### config.mk
export PLATFORM = sky130hd
export DESIGN_NAME = nand_reg_bridge
export DESIGN_NICKNAME = d
export VERILOG_FILES = /design/src/rtl/nandbr_pkg.sv /design/src/rtl/nandbr_ctrl.sv /design/src/rtl/nandbr_dpath.sv /design/src/rtl/nand_reg_bridge.sv
export SDC_FILE = /design/constraint.sdc
export NUM_CORES = 1
export LEC_CHECK = 0
export CORE_MARGIN = 2
export CORE_UTILIZATION = 34
export DETAILED_ROUTE_END_ITERATION = 7
export PLACE_DENSITY = 0.85
export SLEW_MARGIN = 10
export SYNTH_ARGS = -nofsm -noshare
export SYNTH_HDL_FRONTEND = slang
export SYNTH_SLANG_ARGS = --single-unit
### constraint.sdc
create_clock -name clk -period 1.75 [get_ports clk]
set_clock_uncertainty 0.1 [all_clocks]
set_input_delay 0.35 -clock clk [delete_from_list [all_inputs] [get_ports clk]]
set_output_delay 0.35 -clock clk [all_outputs]
set_load 0.1 [all_outputs]
### src/rtl/nandbr_pkg.sv
package nandbr_pkg;
  localparam int REG_W    = 32;
  localparam int BYTE_W   = 8;
  localparam int OP_LSB   = 28;
  localparam int OP_W     = 3;
  localparam int CE_BIT   = 31;
  localparam int BYTE_LSB = 16;
  localparam int BUSY_BIT = 15;

  localparam logic [OP_W-1:0] OP_CMD   = 3'd0;
  localparam logic [OP_W-1:0] OP_ADDR  = 3'd1;
  localparam logic [OP_W-1:0] OP_RDARM = 3'd2;
  localparam logic [OP_W-1:0] OP_DWR   = 3'd3;

  typedef enum logic [1:0] {
    ST_IDLE,
    ST_SETUP,
    ST_PULSE,
    ST_HOLD
  } seqState_e;

  typedef enum logic [1:0] {
    K_CMD,
    K_ADDR,
    K_DWR,
    K_READ
  } cycKind_e;

  typedef struct packed {
    logic loadByte;
    logic loadCe;
    logic capture;
  } dpStrobe_t;
endpackage

### src/rtl/nandbr_ctrl.sv
module nandbr_ctrl
  import nandbr_pkg::*;
#(
  parameter int PULSE_CLKS = 2
) (
  input  logic            clk,
  input  logic            rstN,
  input  logic            hostWr,
  input  logic            hostRd,
  input  logic [OP_W-1:0] wrOp,
  output dpStrobe_t       strobe,
  output logic            flashCle,
  output logic            flashAle,
  output logic            flashWeN,
  output logic            flashReN,
  output logic            flashDoutEn,
  output logic            hostWait
);
  localparam int CNT_W = (PULSE_CLKS > 1) ? $clog2(PULSE_CLKS) : 1;
  localparam logic [CNT_W-1:0] CNT_LOAD = CNT_W'(PULSE_CLKS - 1);
  localparam int RUN_W = CNT_W + 1;

  seqState_e        state;
  cycKind_e         kind;
  logic [CNT_W-1:0] cnt;
  logic             readArmed;
  logic             rdReady;

  logic idle, inCycle, opValid, opCycle, wrAccept, rdStart, pulseLast;

  function automatic cycKind_e opToKind(input logic [OP_W-1:0] op);
    case (op)
      OP_CMD:  return K_CMD;
      OP_ADDR: return K_ADDR;
      default: return K_DWR;
    endcase
  endfunction

  always_comb begin
    idle      = (state == ST_IDLE);
    inCycle   = !idle;
    opValid   = !wrOp[OP_W-1];
    opCycle   = opValid && (wrOp != OP_RDARM);
    wrAccept  = hostWr && idle;
    rdStart   = !hostWr && hostRd && readArmed && idle && !rdReady;
    pulseLast = (state == ST_PULSE) && (cnt == '0);
  end

  always_comb begin
    strobe.loadByte = wrAccept && opCycle;
    strobe.loadCe   = wrAccept && opValid;
    strobe.capture  = pulseLast && (kind == K_READ);
  end

  always_ff @(posedge clk) begin
    if (!rstN) begin
      state     <= ST_IDLE;
      kind      <= K_CMD;
      cnt       <= '0;
      readArmed <= 1'b0;
      rdReady   <= 1'b0;
    end else begin
      rdReady <= 1'b0;
      case (state)
        ST_IDLE: begin
          if (wrAccept) begin
            readArmed <= (wrOp == OP_RDARM);
            if (opCycle) begin
              kind  <= opToKind(wrOp);
              state <= ST_SETUP;
            end
          end else if (rdStart) begin
            kind  <= K_READ;
            state <= ST_SETUP;
          end
        end
        ST_SETUP: begin
          cnt   <= CNT_LOAD;
          state <= ST_PULSE;
        end
        ST_PULSE: begin
          if (cnt == '0) begin
            if (kind == K_READ) begin
              rdReady <= 1'b1;
              state   <= ST_IDLE;
            end else begin
              state <= ST_HOLD;
            end
          end else begin
            cnt <= cnt - 1'b1;
          end
        end
        default: state <= ST_IDLE;
      endcase
    end
  end

  always_comb begin
    flashCle    = inCycle && (kind == K_CMD);
    flashAle    = inCycle && (kind == K_ADDR);
    flashDoutEn = inCycle && (kind != K_READ);
    flashWeN    = !((state == ST_PULSE) && (kind != K_READ));
    flashReN    = !((state == ST_PULSE) && (kind == K_READ));
    hostWait    = inCycle || (hostRd && !hostWr && readArmed && !rdReady);
  end

  // Run length of the current WE# low phase, kept for the pulse-width check.
  logic [RUN_W-1:0] weLowRun;
  always_ff @(posedge clk) begin
    if (!rstN)          weLowRun <= '0;
    else if (!flashWeN) weLowRun <= weLowRun + 1'b1;
    else                weLowRun <= '0;
  end

  p_cle_ale_excl_r3: assert property (@(posedge clk) disable iff (!rstN)
    !(flashCle && flashAle));

  p_strobe_excl_r8: assert property (@(posedge clk) disable iff (!rstN)
    !(!flashWeN && !flashReN));

  p_we_width_r5: assert property (@(posedge clk) disable iff (!rstN)
    $rose(flashWeN) |-> (weLowRun == RUN_W'(PULSE_CLKS)));

  p_we_setup_r5: assert property (@(posedge clk) disable iff (!rstN)
    $fell(flashWeN) |-> $past(flashDoutEn));

  p_we_hold_r5: assert property (@(posedge clk) disable iff (!rstN)
    $rose(flashWeN) |-> flashDoutEn);

  p_ignored_op_r11: assert property (@(posedge clk) disable iff (!rstN)
    (hostWr && !hostWait && wrOp[OP_W-1]) |=> (flashWeN && !flashDoutEn && flashReN));

  p_unarmed_read_r9: assert property (@(posedge clk) disable iff (!rstN)
    (hostRd && !hostWr && idle && !readArmed) |=> flashReN);
endmodule

### src/rtl/nandbr_dpath.sv
module nandbr_dpath
  import nandbr_pkg::*;
#(
  parameter int SYNC_STAGES = 2
) (
  input  logic              clk,
  input  logic              rstN,
  input  dpStrobe_t         strobe,
  input  logic [BYTE_W-1:0] wrByte,
  input  logic              wrCe,
  input  logic [BYTE_W-1:0] flashDin,
  input  logic              flashRbN,
  output logic [BYTE_W-1:0] flashDout,
  output logic              flashCeN,
  output logic [REG_W-1:0]  hostRdata
);
  logic [BYTE_W-1:0] outByte;
  logic [BYTE_W-1:0] inByte;
  logic              ceOn;
  logic              rbSynced;

  always_ff @(posedge clk) begin
    if (!rstN) begin
      outByte <= '0;
      inByte  <= '0;
      ceOn    <= 1'b0;
    end else begin
      if (strobe.loadByte) outByte <= wrByte;
      if (strobe.loadCe)   ceOn    <= wrCe;
      if (strobe.capture)  inByte  <= flashDin;
    end
  end

  generate
    if (SYNC_STAGES > 1) begin : g_multi
      logic [SYNC_STAGES-1:0] rbPipe;
      always_ff @(posedge clk) begin
        if (!rstN) rbPipe <= '1;
        else       rbPipe <= {rbPipe[SYNC_STAGES-2:0], flashRbN};
      end
      assign rbSynced = rbPipe[SYNC_STAGES-1];
    end else begin : g_single
      logic rbOne;
      always_ff @(posedge clk) begin
        if (!rstN) rbOne <= 1'b1;
        else       rbOne <= flashRbN;
      end
      assign rbSynced = rbOne;
    end
  endgenerate

  always_comb begin
    hostRdata                           = '0;
    hostRdata[BYTE_LSB +: BYTE_W]       = inByte;
    hostRdata[BUSY_BIT]                 = !rbSynced;
    flashDout                           = outByte;
    flashCeN                            = !ceOn;
  end

  p_byte_hold_r9: assert property (@(posedge clk) disable iff (!rstN)
    !$past(strobe.capture) |-> $stable(inByte));
endmodule

### src/rtl/nand_reg_bridge.sv
module nand_reg_bridge
  import nandbr_pkg::*;
#(
  parameter int PULSE_CLKS  = 2,
  parameter int SYNC_STAGES = 2
) (
  input  logic        clk,
  input  logic        rstN,
  input  logic        hostWr,
  input  logic        hostRd,
  input  logic [31:0] hostWdata,
  output logic [31:0] hostRdata,
  output logic        hostWait,
  output logic        flashCeN,
  output logic        flashCle,
  output logic        flashAle,
  output logic        flashWeN,
  output logic        flashReN,
  output logic [7:0]  flashDout,
  output logic        flashDoutEn,
  input  logic [7:0]  flashDin,
  input  logic        flashRbN
);
  dpStrobe_t strobe;
  logic      unusedWdata;

  assign unusedWdata = ^{hostWdata[27:24], hostWdata[15:0]};

  nandbr_ctrl #(.PULSE_CLKS(PULSE_CLKS)) u_ctrl (
    .clk        (clk),
    .rstN       (rstN),
    .hostWr     (hostWr),
    .hostRd     (hostRd),
    .wrOp       (hostWdata[OP_LSB +: OP_W]),
    .strobe     (strobe),
    .flashCle   (flashCle),
    .flashAle   (flashAle),
    .flashWeN   (flashWeN),
    .flashReN   (flashReN),
    .flashDoutEn(flashDoutEn),
    .hostWait   (hostWait)
  );

  nandbr_dpath #(.SYNC_STAGES(SYNC_STAGES)) u_dpath (
    .clk      (clk),
    .rstN     (rstN),
    .strobe   (strobe),
    .wrByte   (hostWdata[BYTE_LSB +: BYTE_W]),
    .wrCe     (hostWdata[CE_BIT]),
    .flashDin (flashDin),
    .flashRbN (flashRbN),
    .flashDout(flashDout),
    .flashCeN (flashCeN),
    .hostRdata(hostRdata)
  );

  p_dout_stable_r5: assert property (@(posedge clk) disable iff (!rstN)
    (flashDoutEn && $past(flashDoutEn)) |-> $stable(flashDout));

  p_ce_only_on_write_r6: assert property (@(posedge clk) disable iff (!rstN)
    !$past(hostWr) |-> $stable(flashCeN));
endmodule

==> results of run 1 <==
[flip-flops by register name (all words and copies together) (netlist names)]
register	flops
u_ctrl.cnt	1
u_dpath.g_multi.rbPipe	2
u_ctrl.rdReady	1
u_ctrl.state	2
u_dpath.inByte	8
u_ctrl.kind	2
u_dpath.ceOn	1
u_dpath.flashDout	8
u_ctrl.readArmed	1
[synthesized netlist by cell type]
cell / count / share of area [%]
o221ai_2: 1 / 1.2
and3_1: 1 / 0.49
mux2i_1: 12 / 9.3
nand4b_1: 1 / 0.68
buf_2: 3 / 1.2
clkbuf_1: 2 / 0.58
xor2_1: 1 / 0.68
nor3_1: 1 / 0.39
dfxtp_1: 26 / 41
nand3b_4: 1 / 1.6
o21ai_1: 1 / 0.39
o221a_1: 2 / 1.8
a21bo_1: 1 / 0.78
a21oi_1: 9 / 3.5
a211oi_1: 1 / 0.58
nor2_1: 14 / 4.1
o21ai_0: 1 / 0.39
and4b_1: 1 / 0.78
nand2b_1: 3 / 1.5
a22oi_1: 1 / 0.58
inv_1: 6 / 1.8
and2b_4: 1 / 0.78
buf_4: 23 / 13
conb_1: 1 / 0.29
a211o_1: 1 / 0.68
nor3b_1: 1 / 0.58
nor2_8: 1 / 1.6
ha_1: 3 / 2.9
nand2_1: 21 / 6.1
nand3_1: 1 / 0.39
nand3b_1: 1 / 0.58
[area by class of cell]
| type | count | area (µm²) |
|---|---|---|
| sequential | 26 | 528 |
| tap | 48 | 60.1 |
| clock buffer | 4 | 55.1 |
| multi-input combinational | 105 | 711 |
| fill | 312 | 1410 |
| inverter | 6 | 27.5 |
| timing repair buffer | 63 | 838 |
[cell families after synthesis]
logic type	Yosys count	synth area share [%]
other	1	0.292
buffers and inverters	34	16.9
flip-flops	26	40.5
XOR/XNOR	1	0.682
multiplexers	12	9.35
adder cells (fa/ha/maj)	3	2.92
AO/OA/AOI/OAI	18	9.83
AND/OR/NAND/NOR	48	19.5
[worst max-delay path by stage]
stage                                             from                           to  slack, ns  depth (start not counted)
final                     u_ctrl.state[0]$_SDFFE_PN0P_                     flashAle      0.009                          4
after global routing      u_ctrl.state[0]$_SDFFE_PN0P_                     flashAle      -0.05                          4
after CTS                 u_ctrl.state[0]$_SDFFE_PN0P_                     flashAle      -0.03                          4
after detailed placement                 hostWdata[28]  u_ctrl.kind[0]$_SDFFE_PN0P_      -0.07                          5
after global placement                   hostWdata[28]  u_ctrl.kind[0]$_SDFFE_PN0P_      -0.04                          5
after floorplan           u_ctrl.state[1]$_SDFFE_PN0P_                     flashAle      -0.13                          3
[critical path, stage by stage, from the launching register on]
cell and delay, ns:
dfxtp_2 0.37, inv_4 0.06, ha_4 0.19, nor3b_4 0.21
buf_12 0.20
[report_power, final]
group          internal (W)  switching, W
registers          0.000667     0.0000941
clock network      0.000201      0.000177
logic              0.000735       0.00118
[layer usage]
layer / vias up / track usage [%] / wire [µm]
met5: - / 0 / 0
met4: 0 / 1.56 / 0
met3: 0 / 5.31 / 217
met2: 39 / 23.2 / 1420
met1: 479 / 16.3 / 1100
li1: 546 / - / -
[metrics by stage]
step	util [%]	cells	worst slack, ns
6_report	61.1	252	0.00907
5_1_grt	61.1	252	-0.0518
4_1_cts	60.1	249	-0.0282
3_5_place_dp	56.8	240	-0.0707
3_3_place_gp	56.8	240	-0.0429
2_1_floorplan	-	165	-0.128
[what timing repair did]
| action | in CTS | in global routing |
|---|---|---|
| endpoints found under the setup margin | 5 | 10 |
| buffers inserted | 5 | 3 |
| resized for setup | 9 | 4 |
| pin swaps | 5 | 6 |
| hold buffers | 0 | 0 |
==> impl_metrics.csv, run 1 <==
group,metric,value,unit
outcome,status,"finished clean",
setup_path,path_max_fanout,4,
clock_network,path_clk_slew,0.09,ns
timing,setup_viol,0,
setup_path,ff2ff_path_depth,8,
route,drc,0,
placement,placed_area,2060,µm²
global_route,grt_max_degree,20,
logic_synthesis,synth_cell_type_count,31,
floorplan,core,3630,µm²
timing,finalHoldViolCount,0,
route,vias,1064,
timing,grt_setup_unrepaired,"yes",
global_route,grt_pass1_vias,1025,
logic_synthesis,postSynthCellCount,143,
clock_network,h-tree-depth,1,
setup_path,end_kind,"primary output",
floorplan,start_util,35.4,%
setup_path,r2r_slack,0.07,ns
logic_synthesis,ys_seq_area_share,40.5,%
route,drt-wirelength-per-cell,10.9,µm
placement,dp_hpwl,2120,µm
final_layout,area_growth,72.7,%
clock_network,cts_tree,"built",
clock_network,clock_tree.root_cell,"clkbuf_8",
power_and_ir_drop,total_power,0.00305,W
clock_network,clock-sinks,26,
clock_network,clkLatencyLatePin,0.27,ns
route,drt-initial-drc-count,24,
global_route,gr-total-overflow,0,
final_layout,final_cell_mix,"buf_12 (24), conb_1 (23), clkdlybuf4s50_1 (22), dfxtp_1 (22), nand2_1 (21)",
clock_network,cts_buffers,3,
logic_synthesis,syn_area,1280,µm²
hold_path,hp-class,"reg -> reg",
final_layout,final_common_cell,"buf_12",
floorplan,die_area,4290,µm²
global_route,grt_pass1_wl,4600,µm
power_and_ir_drop,power.leakage,0.929,nW
timing,fin_crit_sh,99.5,%
floorplan,fp-row-count,22,
hold_path,hold_depth,1,
route,viasPerCell,4.22,
global_route,grt.total_usage,13.5,%
power_and_ir_drop,power.density,1380,nW/µm²
final_layout,nets,253,
placement,port_buffers,48,
hold_path,min_to,"u_dpath.g_multi.rbPipe[1]$_SDFF_PN1_",
global_route,antenna_found_initial,0,
route,drt-total-wl,2740,µm
timing,fin_tns_setup,0,ns
setup_path,crit_arrival,1.29,ns
final_layout,antennaDiodeCount,0,
setup_path,required,1.30,ns
setup_path,cp-start-kind,"flop",
logic_synthesis,synth-seq-cells,26,
hold_path,hold_start,"u_dpath.g_multi.rbPipe[0]$_SDFF_PN1_",
final_layout,drive_above_1_share,29.9,%
logic_synthesis,ys.warnings.count,0,
floorplan,die_h,65.5,µm
timing,finalCriticalPeriod,1.74,ns
timing,slew_viol_final,0,
placement,gp_congestion,0.706,
clock_network,clockBufferDepth,2,
logic_synthesis,syn_avg_cell_area,8.99,µm²
setup_path,r2r-start,"u_ctrl.state[1]$_SDFFE_PN0P_",
timing,hold_ws,0.314,ns
final_layout,finish.instance_area,2220,µm²
timing,fmax,574,MHz
power_and_ir_drop,ir_worst_vdd,694,µV
route,antenna_left,0,
floorplan,ioPinCount,92,
setup_path,regToRegEndpoint,"u_dpath.flashDout[3]$_SDFFE_PN0P_",
setup_path,path_class,"reg -> out",
floorplan,die_w,65.5,µm
route,firstDrtPassIters,4,
job,maxCapViolations,0,
Power figures use the tool's default switching activity.
==> inputs of run 2 (changes only) <==
--- a/config.mk
+++ b/config.mk
@@ -5,6 +5,7 @@
 export SDC_FILE = /design/constraint.sdc
 export NUM_CORES = 1
 export LEC_CHECK = 0
+export CORE_ASPECT_RATIO = 1.25
 export CORE_MARGIN = 2
 export CORE_UTILIZATION = 34
 export DETAILED_ROUTE_END_ITERATION = 7
==> run 2 against run 1 <==
Effect of this change:
- the run now ends with DRC, setup timing left
- core utilization decreased by 1.7 points
- global-route usage increased by 0.93 points
- combinational power is 4% lower
==> impl_metrics.csv, run 2 (same netlist as run 1, synthesis figures left out) <==
group,metric,value,unit
outcome,status,"complete, but fails checks",
outcome,violations,"DRC, setup timing",
global_route,grt_pass1_wl,4760,µm
timing,grt_setup_unrepaired,"yes",
floorplan,ioPinCount,92,
global_route,grt_max_degree,16,
clock_network,h-tree-depth,1,
timing,fin_crit_sh,100,%
route,firstDrtPassIters,6,
timing,fmax,571,MHz
global_route,grt.total_usage,14.4,%
power_and_ir_drop,power.leakage,0.936,nW
setup_path,crit_arrival,1.30,ns
timing,finalHoldViolCount,0,
timing,setup_viol,1,
setup_path,required,1.30,ns
timing,fin_ws,-0.00168,ns
clock_network,cts_tree,"built",
setup_path,cp-start-kind,"flop",
clock_network,clkLatencyLatePin,0.27,ns
floorplan,die_area,4290,µm²
power_and_ir_drop,power.density,1410,nW/µm²
hold_path,hold_start,"u_dpath.g_multi.rbPipe[0]$_SDFF_PN1_",
placement,placed_area,2060,µm²
setup_path,path_max_fanout,6,
final_layout,final_common_cell,"buf_12",
route,vias,1090,
setup_path,r2r-start,"u_ctrl.state[0]$_SDFFE_PN0P_",
final_layout,final_util,59.4,%
final_layout,area_growth,70.7,%
route,drc,5,
clock_network,clock-sinks,26,
setup_path,path_cells,"inv_4 > ha_4 > nor3b_4 > buf_12",
timing,fin_tns_setup,-0.00168,ns
timing,finalCriticalPeriod,1.75,ns
route,drt-total-wl,2960,µm
hold_path,hp-class,"reg -> reg",
job,maxCapViolations,0,
floorplan,die_w,59.0,µm
final_layout,final_cell_mix,"buf_12 (24), conb_1 (23), clkdlybuf4s50_1 (22), dfxtp_1 (22), nand2_1 (21)",
clock_network,cts_buffers,3,
route,drt-initial-drc-count,18,
setup_path,startpoint,"u_ctrl.state[0]$_SDFFE_PN0P_",
floorplan,fp-row-count,25,
placement,dp_hpwl,2280,µm
global_route,grt_pass1_vias,1043,
setup_path,regToRegEndpoint,"u_dpath.flashDout[0]$_SDFFE_PN0P_",
setup_path,r2r_slack,0.18,ns
final_layout,antennaDiodeCount,0,
route,drt-wirelength-per-cell,12.3,µm
floorplan,die_h,72.7,µm
setup_path,end_kind,"primary output",
timing,hold_ws,0.325,ns
route,viasPerCell,4.52,
power_and_ir_drop,ir_worst_vdd,587,µV
route,antenna_left,0,
floorplan,start_util,34.8,%
setup_path,ff2ff_path_depth,7,
final_layout,drive_above_1_share,28.9,%
placement,gp_congestion,0.717,
final_layout,nets,250,
global_route,antenna_found_initial,0,
hold_path,min_to,"u_dpath.g_multi.rbPipe[1]$_SDFF_PN1_",
hold_path,hold_depth,1,
floorplan,core,3690,µm²
clock_network,clock_tree.root_cell,"clkbuf_8",
global_route,gr-total-overflow,0,
setup_path,slowest_stage,"dfxtp_2",
setup_path,path_class,"reg -> out",
final_layout,finish.instance_area,2190,µm²
clock_network,clockBufferDepth,2,
placement,port_buffers,48,
setup_path,max_stage_delay,0.36,ns
clock_network,path_clk_slew,0.10,ns
timing,slew_viol_final,0,
-- run 2: cell types whose count changed in the layout (fill, tap and decap cells not counted), sizes merged --
cell / previous run / this run
clkbuf: 4 / 3
dlygate4sd2: 2 / 0
bufinv: 0 / 1
buf: 39 / 36
dlymetal6s2s: 0 / 2
-- run 2: how the worst max path moves through the flow --
stage	endpoint	slack [ns]	cells after the start
after CTS	flashAle	-0.05	4
after detailed placement	u_ctrl.kind[0]$_SDFFE_PN0P_	-0.05	5
after global routing	flashAle	-0.04	4
after floorplan	flashAle	-0.13	3
after global placement	u_ctrl.kind[0]$_SDFFE_PN0P_	-0.02	5
final	flashAle	-0.002	4
-- run 2: per-layer routing --
layer,wire (µm),vias to the layer above,part of all wire [%],GRT usage (%)
met4,34,0,1.2,6.06
met3,146,2,4.9,1.77
li1,-,541,-,-
met2,1750,34,59,27.3
met5,0,-,0,0
met1,1030,513,35,15.6
-- run 2: timing repair --
action	in CTS	in global routing
setup buffers	2	2
hold buffers	0	0
endpoints found under the setup margin	4	5
resized for setup	5	4
pin swaps	1	5
-- run 2: through the flow --
stage | worst slack [ns] | std cells | total power (W)
final | -0.00168 | 241 | 0.00309
after detailed placement | -0.0528 | 233 | 0.00250
after CTS | -0.0511 | 239 | 0.00305
after floorplan | -0.128 | 165 | 0.00203
after global placement | -0.0229 | 233 | 0.00247
after global routing | -0.0424 | 241 | 0.00322
-- run 2: critical path: cells and delay by family (launching register included) --
kind          cells  cell delay (ns)
flops             1             0.36
simple gates      1             0.21
fa+ha+maj         1             0.20
buf+inv           2             0.26
-- run 2: area by class of cell --
cell class	instances	area, µm²
Fill cell	290	1500
Timing Repair Buffer	60	816
Multi-Input combinational cell	105	703
Sequential cell	26	528
Tap cell	40	50.0
Clock buffer	3	41.3
Clock inverter	1	30.0
Inverter	6	25.0
-- run 2: where the power goes --
group / switching (W) / internal, W / total, W
registers: 0.0000922 / 0.000667 / 0.000759
logic: 0.00116 / 0.000669 / 0.00183
clock network: 0.000193 / 0.000306 / 0.000499
total: 0.00145 / 0.00164 / 0.00309
==> inputs of run 3 (changes only) <==
--- a/config.mk
+++ b/config.mk
@@ -5,11 +5,14 @@
 export SDC_FILE = /design/constraint.sdc
 export NUM_CORES = 1
 export LEC_CHECK = 0
+export CELL_PAD_IN_SITES_DETAIL_PLACEMENT = 1
+export CELL_PAD_IN_SITES_GLOBAL_PLACEMENT = 1
 export CORE_ASPECT_RATIO = 1.25
 export CORE_MARGIN = 2
-export CORE_UTILIZATION = 34
+export CORE_UTILIZATION = 23
+export CTS_CLUSTER_SIZE = 24
 export DETAILED_ROUTE_END_ITERATION = 7
-export PLACE_DENSITY = 0.85
+export PLACE_DENSITY = 0.84
 export SLEW_MARGIN = 10
 export SYNTH_ARGS = -nofsm -noshare
 export SYNTH_HDL_FRONTEND = slang
==> run 3 against run 2 <==
Effect of this change:
- the flow finishes with violations (setup timing)
- core utilization down 17 points
- wire length increased by 16%
- register-to-register slack worse by 0.09 ns
- critical path depth unchanged
- final cell count rose by 12%
- sequential share of layout area decreased by 0.89 points
- clock power is 20% lower
- design area is 4.3% higher
- global-route usage shrank 3.1 points
- critical path type unchanged
==> impl_metrics.csv, run 3 (same netlist as run 1, synthesis figures left out) <==
group,metric,value,unit
outcome,status,"complete, but fails checks",
outcome,violations,"setup timing",
power_and_ir_drop,power.leakage,0.953,nW
timing,finalHoldViolCount,0,
global_route,grt.total_usage,11.3,%
route,drc,0,
setup_path,path_delay_family,"flip-flops",
setup_path,slowest_stage,"dfxtp_4",
timing,setup_viol,1,
floorplan,die_area,6200,µm²
route,drt-wirelength-per-cell,12.6,µm
route,drt-initial-drc-count,16,
setup_path,regToRegEndpoint,"u_ctrl.kind[1]$_SDFFE_PN0P_",
timing,slew_viol_final,0,
floorplan,fp-row-count,30,
placement,place_inst,256,
setup_path,path_cells,"inv_6 > ha_4 > nor3b_4 > buf_12",
clock_network,clock-sinks,26,
final_layout,area_growth,78.1,%
final_layout,finish.instance_area,2290,µm²
global_route,grt_max_degree,15,
setup_path,r2r_slack,0.09,ns
floorplan,core,5410,µm²
setup_path,crit_arrival,1.32,ns
setup_path,r2r-start,"u_ctrl.rdReady$_SDFF_PP0_",
clock_network,path_clk_slew,0.09,ns
route,viasPerCell,4.16,
route,antenna_left,0,
setup_path,crit_cells,4,
route,drt-total-wl,3410,µm
setup_path,cp-start-kind,"flop",
hold_path,hp-class,"reg -> reg",
power_and_ir_drop,power.density,1370,nW/µm²
power_and_ir_drop,ir_worst_vdd,557,µV
final_layout,final_common_cell,"buf_12",
floorplan,ioPinCount,92,
placement,placed_area,2080,µm²
setup_path,max_stage_delay,0.39,ns
setup_path,ff2ff_path_depth,8,
clock_network,hold_buffers,0,
placement,dp_hpwl,2580,µm
setup_path,startpoint,"u_ctrl.state[0]$_SDFFE_PN0P_",
placement,dp_slack,-0.104,ns
clock_network,clockBufferDepth,2,
timing,grt_setup_unrepaired,"yes",
clock_network,clkLatencyLatePin,0.27,ns
setup_path,required,1.30,ns
floorplan,die_w,70.9,µm
setup_path,cp_num_buf_inv,2,
route,vias,1128,
placement,port_buffers,48,
clock_network,clock_tree.root_cell,"clkbuf_8",
timing,finalCriticalPeriod,1.77,ns
setup_path,crit_end,"flashAle",
timing,fmax,565,MHz
floorplan,start_util,23.8,%
global_route,grt_pass1_wl,5520,µm
timing,fin_crit_sh,101,%
timing,fin_ws,-0.0192,ns
final_layout,drive_above_1_share,31.9,%
setup_path,path_max_fanout,4,
setup_path,end_kind,"primary output",
job,maxCapViolations,0,
clock_network,cts_buffers,3,
setup_path,path_class,"reg -> out",
final_layout,final_cell_mix,"buf_12 (25), conb_1 (23), clkdlybuf4s50_1 (22), dfxtp_1 (22), nand2_1 (21)",
placement,gp_congestion,0.737,
global_route,gr-total-overflow,0,
final_layout,fin_cells,271,
floorplan,die_h,87.6,µm
final_layout,nets,256,
timing,fin_tns_setup,-0.0192,ns
clock_network,cts_tree,"built",
final_layout,antennaDiodeCount,0,
final_layout,n_fill_cell,601,
route,firstDrtPassIters,4,
clock_network,h-tree-depth,1,
global_route,grt_pass1_vias,1141,
global_route,antenna_found_initial,0,
## run 3: worst min path at each step
stage                                               startpoint                                   end  slack (ns)  depth (start not counted)
after floorplan           u_dpath.g_multi.rbPipe[0]$_SDFF_PN1_  u_dpath.g_multi.rbPipe[1]$_SDFF_PN1_        0.29                          1
after global placement    u_dpath.g_multi.rbPipe[0]$_SDFF_PN1_  u_dpath.g_multi.rbPipe[1]$_SDFF_PN1_        0.29                          1
after detailed placement  u_dpath.g_multi.rbPipe[0]$_SDFF_PN1_  u_dpath.g_multi.rbPipe[1]$_SDFF_PN1_        0.30                          1
after CTS                 u_dpath.g_multi.rbPipe[0]$_SDFF_PN1_  u_dpath.g_multi.rbPipe[1]$_SDFF_PN1_        0.33                          1
after global routing      u_dpath.g_multi.rbPipe[0]$_SDFF_PN1_  u_dpath.g_multi.rbPipe[1]$_SDFF_PN1_        0.35                          1
final                     u_dpath.g_multi.rbPipe[0]$_SDFF_PN1_  u_dpath.g_multi.rbPipe[1]$_SDFF_PN1_        0.32                          1
## run 3: worst register-to-register path, cell delays in order, from the launching register on
cell,delay [ns]
dfxtp_1,0.31
nand3b_1,0.23
buf_4,0.19
buf_4,0.12
buf_4,0.12
buf_4,0.13
nand2b_4,0.06
and3_4,0.18
o221a_1,0.17
## run 3: through the flow
step	hold slack (ns)	power, W	util [%]
3_3_place_gp	0.293	0.00248	38.5
2_1_floorplan	0.286	0.00203	-
5_1_grt	0.346	0.00330	42.3
6_report	0.318	0.00315	42.3
3_5_place_dp	0.303	0.00252	38.5
4_1_cts	0.327	0.00313	41.7
## run 3: layer usage
layer | GRT usage (%) | vias to the layer above | routed length, µm
li1 | - | 552 | -
met1 | 12.3 | 534 | 1280
met2 | 21.1 | 40 | 1900
met3 | 2.07 | 2 | 198
met4 | 5.15 | 0 | 40
met5 | 0 | - | 0
## run 3: repair_timing
item / 4_1_cts / 5_1_grt
buffers inserted: 9 / 2
resized for setup: 12 / 4
pin swaps: 6 / 3
setup endpoints to repair: 5 / 9
## run 3: final cells by class
type / instances / area (µm²) / area share [%]
Multi-Input combinational cell: 105 / 723 / 31.6
Sequential cell: 26 / 531 / 23.2
Tap cell: 64 / 80.1 / 3.50
Clock buffer: 4 / 55.1 / 2.41
Inverter: 6 / 30.0 / 1.31
Timing Repair Buffer: 66 / 870 / 38.0
## run 3: where the power goes
part / switching, W / total [W] / internal [W]
clock network: 0.000196 / 0.000397 / 0.000201
logic: 0.00120 / 0.00197 / 0.000775
registers: 0.000104 / 0.000776 / 0.000672
total: 0.00150 / 0.00315 / 0.00165
